<file path="src/rtl/spi_shift_pkg.sv">
package spi_shift_pkg;

    localparam int CFG_W     = 8;
    localparam int RATE_LO   = 0;
    localparam int PHASE_BIT = 2;
    localparam int POL_BIT   = 3;
    localparam int ORDER_BIT = 5;
    localparam int MAX_HALF  = 64;

    typedef enum logic [0:0] {
        ST_IDLE  = 1'b0,
        ST_SHIFT = 1'b1
    } shift_state_e;

    typedef struct packed {
        logic       lsb_first;
        logic       cpol;
        logic       cpha;
        logic [1:0] rate;
    } mode_t;

    // half period of sclk, in system clocks, for each rate code
    function automatic int unsigned half_period(input logic [1:0] code);
        int unsigned h;
        case (code)
            2'b00:   h = 2;
            2'b01:   h = 8;
            2'b10:   h = 32;
            default: h = MAX_HALF;
        endcase
        return h;
    endfunction

endpackage

</file>
<file path="src/rtl/spi_tick_gen.sv">
module spi_tick_gen #(
    parameter int CNT_W = 6
) (
    input  logic             clk,
    input  logic             rst_n,
    input  logic             run,
    input  logic [CNT_W-1:0] half_m1,
    output logic             tick
);

    logic [CNT_W-1:0] cnt_q;

    assign tick = run && (cnt_q == half_m1);

    always_ff @(posedge clk or negedge rst_n) begin
        if (!rst_n) begin
            cnt_q <= '0;
        end else if (!run || tick) begin
            cnt_q <= '0;
        end else begin
            cnt_q <= cnt_q + CNT_W'(1);
        end
    end

    // every half period lasts at least two system clocks
    assert_tick_gap_R2: assert property (@(posedge clk) disable iff (!rst_n)
        tick |=> !tick);

endmodule

</file>
<file path="src/rtl/spi_shift_path.sv">
module spi_shift_path #(
    parameter int WORD_W = 8
) (
    input  logic              clk,
    input  logic              rst_n,
    input  logic              load,
    input  logic [WORD_W-1:0] tx_byte,
    input  logic              cpha,
    input  logic              lsb_first,
    input  logic              tick,
    input  logic              lead,
    input  logic              last,
    input  logic              miso,
    output logic              mosi,
    output logic [WORD_W-1:0] rx_byte
);

    logic [WORD_W-1:0] tx_q;
    logic [WORD_W-1:0] rx_q;
    logic [WORD_W-1:0] rx_next;
    logic              shift_ev;
    logic              sample_ev;

    function automatic logic front(input logic [WORD_W-1:0] v, input logic lsb);
        return lsb ? v[0] : v[WORD_W-1];
    endfunction

    function automatic logic [WORD_W-1:0] advance(input logic [WORD_W-1:0] v, input logic lsb);
        return lsb ? (v >> 1) : (v << 1);
    endfunction

    function automatic logic [WORD_W-1:0] insert(input logic [WORD_W-1:0] v, input logic b,
                                                 input logic lsb);
        return lsb ? {b, v[WORD_W-1:1]} : {v[WORD_W-2:0], b};
    endfunction

    assign shift_ev  = tick && (cpha ? lead : (!lead && !last));
    assign sample_ev = tick && (cpha ? !lead : lead);
    assign rx_next   = sample_ev ? insert(rx_q, miso, lsb_first) : rx_q;

    always_ff @(posedge clk or negedge rst_n) begin
        if (!rst_n) begin
            tx_q    <= '0;
            rx_q    <= '0;
            rx_byte <= '0;
            mosi    <= 1'b0;
        end else if (load) begin
            rx_q <= '0;
            if (!cpha) begin
                mosi <= front(tx_byte, lsb_first);
                tx_q <= advance(tx_byte, lsb_first);
            end else begin
                tx_q <= tx_byte;
            end
        end else begin
            if (shift_ev) begin
                mosi <= front(tx_q, lsb_first);
                tx_q <= advance(tx_q, lsb_first);
            end
            rx_q <= rx_next;
            if (tick && last) begin
                rx_byte <= rx_next;
            end
        end
    end

    // mosi moves only at a byte load or at a shift edge
    assert_mosi_moves_R4: assert property (@(posedge clk) disable iff (!rst_n)
        !$stable(mosi) |-> $past(load || shift_ev));

endmodule

</file>
<file path="src/rtl/spi_byte_shifter.sv">
module spi_byte_shifter
    import spi_shift_pkg::*;
#(
    parameter int WORD_W = 8
) (
    input  logic              clk,
    input  logic              rst_n,
    input  logic [CFG_W-1:0]  cfg,
    input  logic              start,
    input  logic [WORD_W-1:0] tx_byte,
    output logic              ready,
    output logic              done,
    output logic [WORD_W-1:0] rx_byte,
    output logic              sclk,
    output logic              mosi,
    input  logic              miso
);

    localparam int EDGES  = 2 * WORD_W;
    localparam int EDGE_W = $clog2(EDGES);
    localparam int CNT_W  = $clog2(MAX_HALF);

    shift_state_e      state_q, state_d;
    mode_t             mode_q, mode_in, mode_eff;
    logic [EDGE_W-1:0] edge_q;
    logic              tog_q;
    logic              done_q;
    logic              tick;
    logic              lead;
    logic              last;
    logic              load;
    logic [CNT_W-1:0]  half_m1;
    logic              unused_cfg_bits;

    assign mode_in.rate      = cfg[RATE_LO+1:RATE_LO];
    assign mode_in.cpha      = cfg[PHASE_BIT];
    assign mode_in.cpol      = cfg[POL_BIT];
    assign mode_in.lsb_first = cfg[ORDER_BIT];
    assign unused_cfg_bits   = ^{cfg[7:6], cfg[4]};

    // while idle the datapath follows the live input so a load sees it
    assign mode_eff = (state_q == ST_IDLE) ? mode_in : mode_q;
    assign half_m1  = CNT_W'(half_period(mode_q.rate) - 1);
    assign lead     = ~edge_q[0];
    assign last     = (edge_q == EDGE_W'(EDGES - 1));
    assign load     = (state_q == ST_IDLE) && start;

    assign ready = (state_q == ST_IDLE);
    assign done  = done_q;
    assign sclk  = mode_q.cpol ^ tog_q;

    spi_tick_gen #(.CNT_W(CNT_W)) u_tick (
        .clk     (clk),
        .rst_n   (rst_n),
        .run     (state_q == ST_SHIFT),
        .half_m1 (half_m1),
        .tick    (tick)
    );

    spi_shift_path #(.WORD_W(WORD_W)) u_path (
        .clk       (clk),
        .rst_n     (rst_n),
        .load      (load),
        .tx_byte   (tx_byte),
        .cpha      (mode_eff.cpha),
        .lsb_first (mode_eff.lsb_first),
        .tick      (tick),
        .lead      (lead),
        .last      (last),
        .miso      (miso),
        .mosi      (mosi),
        .rx_byte   (rx_byte)
    );

    always_comb begin
        state_d = state_q;
        unique case (state_q)
            ST_IDLE:  if (start)         state_d = ST_SHIFT;
            ST_SHIFT: if (tick && last)  state_d = ST_IDLE;
        endcase
    end

    always_ff @(posedge clk or negedge rst_n) begin
        if (!rst_n) state_q <= ST_IDLE;
        else        state_q <= state_d;
    end

    always_ff @(posedge clk or negedge rst_n) begin
        if (!rst_n) begin
            mode_q <= '0;
            edge_q <= '0;
            tog_q  <= 1'b0;
            done_q <= 1'b0;
        end else begin
            done_q <= 1'b0;
            unique case (state_q)
                ST_IDLE: begin
                    mode_q <= mode_in;
                    edge_q <= '0;
                    tog_q  <= 1'b0;
                end
                ST_SHIFT: begin
                    if (tick) begin
                        tog_q  <= ~tog_q;
                        edge_q <= edge_q + EDGE_W'(1);
                        if (last) done_q <= 1'b1;
                    end
                end
            endcase
        end
    end

    assert_done_single_R7: assert property (@(posedge clk) disable iff (!rst_n)
        done_q |=> !done_q);

    assert_done_ready_R7: assert property (@(posedge clk) disable iff (!rst_n)
        done_q |-> ready);

    assert_idle_level_R3: assert property (@(posedge clk) disable iff (!rst_n)
        (state_q == ST_IDLE) |-> (sclk == mode_q.cpol));

    assert_cfg_frozen_R9: assert property (@(posedge clk) disable iff (!rst_n)
        ((state_q == ST_SHIFT) && $past(state_q == ST_SHIFT)) |-> $stable(mode_q));

    assert_edge_total_R6: assert property (@(posedge clk) disable iff (!rst_n)
        (state_q == ST_SHIFT && tick && last) |=> (done_q && ready));

endmodule

</file>
<file path="config.mk">
export PLATFORM = sky130hd
export DESIGN_NAME = spi_byte_shifter
export DESIGN_NICKNAME = d
export VERILOG_FILES = /design/src/rtl/spi_shift_pkg.sv /design/src/rtl/spi_tick_gen.sv /design/src/rtl/spi_shift_path.sv /design/src/rtl/spi_byte_shifter.sv
export SDC_FILE = /design/constraint.sdc
export NUM_CORES = 1
export LEC_CHECK = 0
export ABC_AREA = 1
export BUFFER_PORTS_ARGS = -buffer_cell sky130_fd_sc_hd__buf_2
export CAP_MARGIN = 40
export CORE_UTILIZATION = 35
export DETAILED_ROUTE_END_ITERATION = 7
export GPL_TIMING_DRIVEN = 0
export SLEW_MARGIN = 20
export SYNTH_ARGS = -nofsm -noshare
export SYNTH_HDL_FRONTEND = slang
export SYNTH_SLANG_ARGS = --single-unit
</file>
<file path="constraint.sdc">
create_clock -name clk -period 1.6 [get_ports clk]
set_input_delay 0.4 -clock clk [delete_from_list [all_inputs] [get_ports clk]]
set_output_delay 0.4 -clock clk [all_outputs]
set_load 0.005 [all_outputs]
</file>
After elaboration in Yosys (flattened, before gate mapping):

Index checks and enable logic that the tools add are counted.

* multiplexer cells: 28
* reductions and logical operators: 13
* equal/unequal tests: 6
* add/sub/neg operators: 3
* bitwise gates (word level): 5

Operators by type and width (count)
* 8-bit 2-to-1 mux: 8
* 6-bit case mux with 3 select lines: 1
* 1-bit 2-to-1 mux: 13
* 4-bit case mux with 2 select lines: 1
* 6-bit by 1-bit adder with 6-bit output (second input constant): 1
* 6-bit equality test: 1
* 1-bit logical AND: 6
* 6-bit 2-to-1 mux: 1
* 6-bit by 1-bit subtractor with 6-bit output (second input constant): 1
* 5-bit 2-to-1 mux: 1
* 4-bit by 1-bit adder with 4-bit output (second input constant): 1
* 4-bit equality test (second input constant): 1
* 4-bit 2-to-1 mux: 1
* 1-bit inverter: 4
* 1-bit case mux with 2 select lines: 2
* 2-bit AND reduction: 2
* 2-bit by 1-bit equality test with 1-bit output (second input constant): 1
* 2-bit equality test (second input constant): 1
* 1-bit logical NOT: 2
* 2-bit logical NOT: 1
* 2-bit by 1-bit != test with 1-bit output (second input constant): 1
* 2-bit != test (second input constant): 1
* 2-bit nonzero test: 1
* 1-bit logical OR: 1
* 1-bit XOR: 1

* word-level logic and storage cells: 68
* output and inout bits: 12
* input port bits: 20
* bits in registers: 43

Depth between registers and ports, before layout:

* depth after elaboration: 8
* mapped depth: 11
* gate-level depth less buffers: 11

Cells and area by module:

Synthesis repeated with hierarchy kept, for this count alone.

* cell total of the unflattened synthesis: 363
* area total of the unflattened synthesis: 2519.9 sq um

Modules (own cells, without submodules)
* spi_shift_path: cells each 238, area each 1576.5 sq um, sequential area each 625.6 sq um, instances 1
* spi_byte_shifter: cells each 65, area each 549.3 sq um, sequential area each 300.3 sq um, instances 1
* spi_tick_gen: cells each 60, area each 394.1 sq um, sequential area each 150.1 sq um, instances 1

Worst setup path before layout:

Ideal clock, no wire load.

* path type: reg2reg
* from: reg edge_q[0]
* to: reg u_path.tx_q[1]
* buffers on the path: 1
* cell stages (with the launch flop): 10
* slack: 0.014 ns
* arrival time: 1.458 ns
* data required time: 1.472 ns
* clock period less this slack: 1.586 ns
* library setup time: 0.128 ns
* path through: dfrtp_1 > ha_1 > nand3_1 > nand2_1 > nand2_1 > nand2_1 > nand3b_1 > buf_4 > nand3_1 > nand3_1

* cells in the longest elaborated chain, start to end: 6
* elaborated cells between the ends (all ways): 7
* those cells by class: eq/ne: 1; mux: 1; bitwise: 1; reduce/logical: 4

RTL lines
* start, declared: line spi_byte_shifter.sv:25 `logic [EDGE_W-1:0] edge_q;`
* start signal, assigned: line spi_byte_shifter.sv:105 `edge_q <= edge_q + EDGE_W'(1);`
* 4-bit equality test: line spi_byte_shifter.sv:45 `assign last = (edge_q == EDGE_W'(EDGES - 1));`
* 1-bit logical NOT: line spi_shift_path.sv:37 `assign shift_ev = tick && (cpha ? lead : (!lead && !last));`
* 1-bit logical AND: line spi_shift_path.sv:37
* 1-bit 2-to-1 mux (*): line spi_shift_path.sv:37
* 1-bit logical AND (*): line spi_shift_path.sv:37
* 2-bit nonzero test (no line) (*)
* end signal, assigned: line spi_shift_path.sv:51 `tx_q <= advance(tx_byte, lsb_first);`
* end signal, assigned: line spi_shift_path.sv:53 `tx_q <= tx_byte;`
* end signal, assigned: line spi_shift_path.sv:58 `tx_q <= advance(tx_q, lsb_first);`
* end, declared: line spi_shift_path.sv:18 `logic [WORD_W-1:0] tx_q;`

Every way passes the cells marked *; elsewhere a longest branch is shown, timed or not.
A chain may end at the register's enable or synchronous reset.

Worst setup path in the final report:

* from: reg mode_q[0] (netlist name)
* to: reg u_path.tx_q[6]

* cells in the longest elaborated chain, start to end: 7
* elaborated cells between the ends (all ways): 9
* those cells by class: add/sub: 1; eq/ne: 3; mux: 1; reduce/logical: 4

RTL lines
* start, declared: line spi_byte_shifter.sv:24 `mode_t mode_q, mode_in, mode_eff;`
* start signal, assigned: line spi_byte_shifter.sv:98 `mode_q <= mode_in;`
* 2-bit equality test (tied with other cells): line spi_shift_pkg.sv:25 `case (code)`
* 6-bit case mux with 3 select lines (*): line spi_shift_pkg.sv:25
* 6-bit by 1-bit subtractor with 6-bit output (*): line spi_byte_shifter.sv:43 `assign half_m1 = CNT_W'(half_period(mode_q.rate) - 1);`
* 6-bit equality test (*): line spi_tick_gen.sv:13 `assign tick = run && (cnt_q == half_m1);`
* 1-bit logical AND (*): line spi_tick_gen.sv:13
* 1-bit logical AND (*): line spi_shift_path.sv:37
* 2-bit nonzero test (no line) (*)

Marks and branches as above.

==> results.txt <==
- After detailed routing, the number of vias per cell comes to 4.96.
* Power density of the placed cells: 1320 mW/mm^2
- Net count reported at finish: 402
- The Yosys step of the flow raised 0 warnings.
- Summed over all nets, the half-perimeter wirelength after detailed placement is 4040 um.
- CTS tree: built
- Max frequency: 0.624 GHz
- Setup Crit Path Kind: reg2reg
- Syn Inst Count: 330
- Across the VDD grid, the largest voltage drop is 0.000489 V.
* Uppermost layer routed: met4
- Clock tree synthesis inserted a total of 5 buffers.
- Syn nets: 352
- Across the run, the number of max-cap violations was 0.
- Number of storage elements in the synthesis netlist: 43
- Counting tap cells, the placed design contains a total of 436 instances.
- Between clock sinks in the finished design, the worst skew comes to 11.4 ps.
* Number of levels the H-tree was split into: 2
- Area of the core: 0.00646 sq mm
- Endpoint arrival time on the critical path: 1770 ps
- Post-layout minimum cycle time: 1600 ps
* Violated checks: negative setup slack
- The flow ran to the end, but the final reports show violations.
- Summed over all layers, the routed wires come to 5950 um.
- Post-detailed-route DRC marker count: 0
* First-pass iteration count of the detailed router: 6
- Number of vias in the routed layout: 2,272
- Hold Slack: 18.3 ps
* Post-synthesis instance area: 0.00239 sq mm
- Num rows: 29
* GRT Residual Overflow: 0
* Number of primary I/O pins: 32
* Final worst-path cycle share: 1.00
- The initial utilization of the core area, before any placement, comes to 0.370.
- In this run the tool buffered the top-level ports with 28 buffer cells.
* Number of sinks on the clock net: 43
* Actual slew at the worst max-slew pin: 529 ps
- Post-DR wirelength/cell: 13.0 um
* First-pass GRT wire length: 9920 um
- Final core occ: 0.465
- Entering global routing, the biggest net connects 29 pins.
* Sequential cell area fraction in the yosys report: 0.450
* Worst slew margin relative to its limit: 0.647
- Averaged over all synthesized cells, the footprint is 7.24 sq um.
- The clock passes through at most 2 buffers.
- Data on the critical path is required at its endpoint by 1760 ps.
- Leading cell type in the layout, fill and taps excluded: sky130_fd_sc_hd__nand2_1
- The floorplan step defined a die boundary enclosing 0.00716 sq mm.
- In this run, post-CTS hold repair placed 0 buffers.
- Setup violations remaining at the end of the flow were counted as 2.
- The later pin in the worst-skew pair is clocked with a latency of 300 ps.
- Setup ws final: -2.39 ps
- 0 antenna diodes ended up in the layout.
- Count of placed standard cells in the final layout, fillers left out: 458
- Of the cells placed in the final design, the portion with a size suffix greater than 1 is 0.262.
* Chip height: 84.6 um
- The analysis attributes to cell leakage a power of 0.00157 uW.
- Total placed instance area: 0.00265 sq mm
* Design area: 0.00300 sq mm
- Worst reg2reg startpoint: mode_q[0]$_DFFE_PN0N_
- Die outline width: 84.6 um
- Across every metal layer, demand over resource in global routing totals 0.176.
* Launch point of the critical path: mode_q[0]$_DFFE_PN0N_
* Worst hold-check path type: in2async
- Met3 wire length: 273 um
* DRC violation total after the first TritonRoute iteration: 183
* Commonest cells after routing, fill and taps aside: 110 x sky130_fd_sc_hd__nand2_1, 41 x sky130_fd_sc_hd__dfrtp_1, 31 x sky130_fd_sc_hd__o21ai_0, 30 x sky130_fd_sc_hd__buf_2, 29 x sky130_fd_sc_hd__inv_1
* Unrepaired setup endpoints after global routing: true
- Clock tree synthesis selected as its root buffer the cell sky130_fd_sc_hd__clkbuf_8.
- Antenna violations before repair: 0
- Maximum net fanout on the critical path: 5
- Compared with the post-synthesis result, the final layout area differs by 25.8%.
- Startpoint type of the worst setup path: flop
- Hold Fails Final Rpt: 0
- Routability-driven placement finished with a final weighted congestion of 0.942.
- Routed Antenna Nets: 0
* Kind of capture point of the worst setup path: flop
- Wire segments on met2 add up to 2720 um in the final route.
* Max Transition Viols Final: 0
* Met1 wire length: 2880 um
- After synthesis, the netlist uses 29 different library cells.
- Clock-pin slew was measured on the worst setup and hold paths at 80 ps.
* Vias in the first global route: 2,121
-- sequential cells by signal (all words and copies together), names as in the netlist --
register / count
u_path.mosi: 1
mode_q: 5
u_tick.cnt_q: 6
u_path.rx_q: 8
state_q: 1
done: 1
edge_q: 4
u_path.tx_q: 8
u_path.rx_byte: 8
tog_q: 1
-- stage by stage --
| step | total power [uW] | worst slack, ps | setup TNS [ps] |
|---|---|---|---|
| 2_1_floorplan | 2640 | 14.2 | 0 |
| 3_3_place_gp | 2930 | -147 | -1130 |
| 3_5_place_dp | 2990 | -157 | -1280 |
| 4_1_cts | 3860 | 4.70 | 0 |
| 5_1_grt | 4340 | -129 | -2300 |
| 6_report | 3980 | -2.39 | -3.69 |
-- cell families after synthesis --
| logic type | count (synthesis) | share of synthesized area |
|---|---|---|
| buffers and inverters | 46 | 0.0801 |
| DFF | 43 | 0.450 |
| AOI/OAI and AO/OA | 44 | 0.0969 |
| adders and majority gates | 2 | 0.0105 |
| and+or+nand+nor | 191 | 0.347 |
| xor gates and xnor gates | 4 | 0.0147 |
-- layer usage --
layer | vias to the layer above | global-route usage
met5 | - | 0
met4 | 0 | 0.0724
met3 | 9 | 0.0354
met2 | 43 | 0.260
met1 | 1074 | 0.252
li1 | 1146 | -
-- critical path, cell delays in order (launching register included) --
cell and delay [ps]:
sky130_fd_sc_hd__dfrtp_1 420, sky130_fd_sc_hd__nor2_1 120, sky130_fd_sc_hd__nand2_2 50, sky130_fd_sc_hd__nand2_1 80, sky130_fd_sc_hd__nand2_2 70, sky130_fd_sc_hd__nor2_4 220, sky130_fd_sc_hd__nand3b_1 190, sky130_fd_sc_hd__buf_6 190
sky130_fd_sc_hd__nand3_1 60, sky130_fd_sc_hd__nand3_1 70
-- cell type report --
type	count	area, sq um
clock buffer	8	100
timing repair buffer	43	282
fill	670	3450
multi-input combinational	241	1230
inverter	35	139
sequential	43	1080
buffer	11	78.8
tap	77	96.3
-- path summary, 6_finish.rpt --
path | cells past startpoint | slack (ps) | endpoint
worst max-delay path | 9 | -2 | u_path.tx_q[6]$_DFFE_PN0P_
worst min-delay path | 1 | 20 | u_tick.cnt_q[4]$_DFF_PN0_
max in group asynchronous | 2 | 1100 | u_path.tx_q[5]$_DFFE_PN0P_
worst min register to register | 2 | 480 | u_path.rx_byte[1]$_DFFE_PN0P_
worst max register to register | 9 | -2 | u_path.tx_q[6]$_DFFE_PN0P_
min in group clk | 3 | 310 | mode_q[3]$_DFFE_PN0N_
-- timing repair --
item                                    4_1_cts  5_1_grt
endpoints found under the setup margin       23       33
gates resized for setup                      16       27
pin swaps                                     4       10
cloned                                        1        0
buffers inserted                              9        4
-- synth_stat cells, drive strengths merged --
cell type / count / area [sq um]
nand2: 124 / 475
nand3: 31 / 168
nor3: 1 / 5.00
a21oi: 8 / 40.0
inv: 35 / 134
ha: 2 / 25.0
nor2: 26 / 124
dfrtp: 43 / 1080
o21ai: 34 / 178
xor2: 3 / 26.3
buf: 9 / 50.1
nand3b: 1 / 7.51
clkbuf: 2 / 7.51
xnor2: 1 / 8.76
o211ai: 1 / 7.51
o22ai: 1 / 6.26
nand4: 8 / 50.1
-- power by group --
group,internal (uW),switching (uW),leakage [uW]
combinational,632,915,0.00102
sequential,1430,250,0.000500
clock,394,360,0.0000515
total,2450,1530,0.00157
Note: power is estimated with default switching activity, not from simulation.
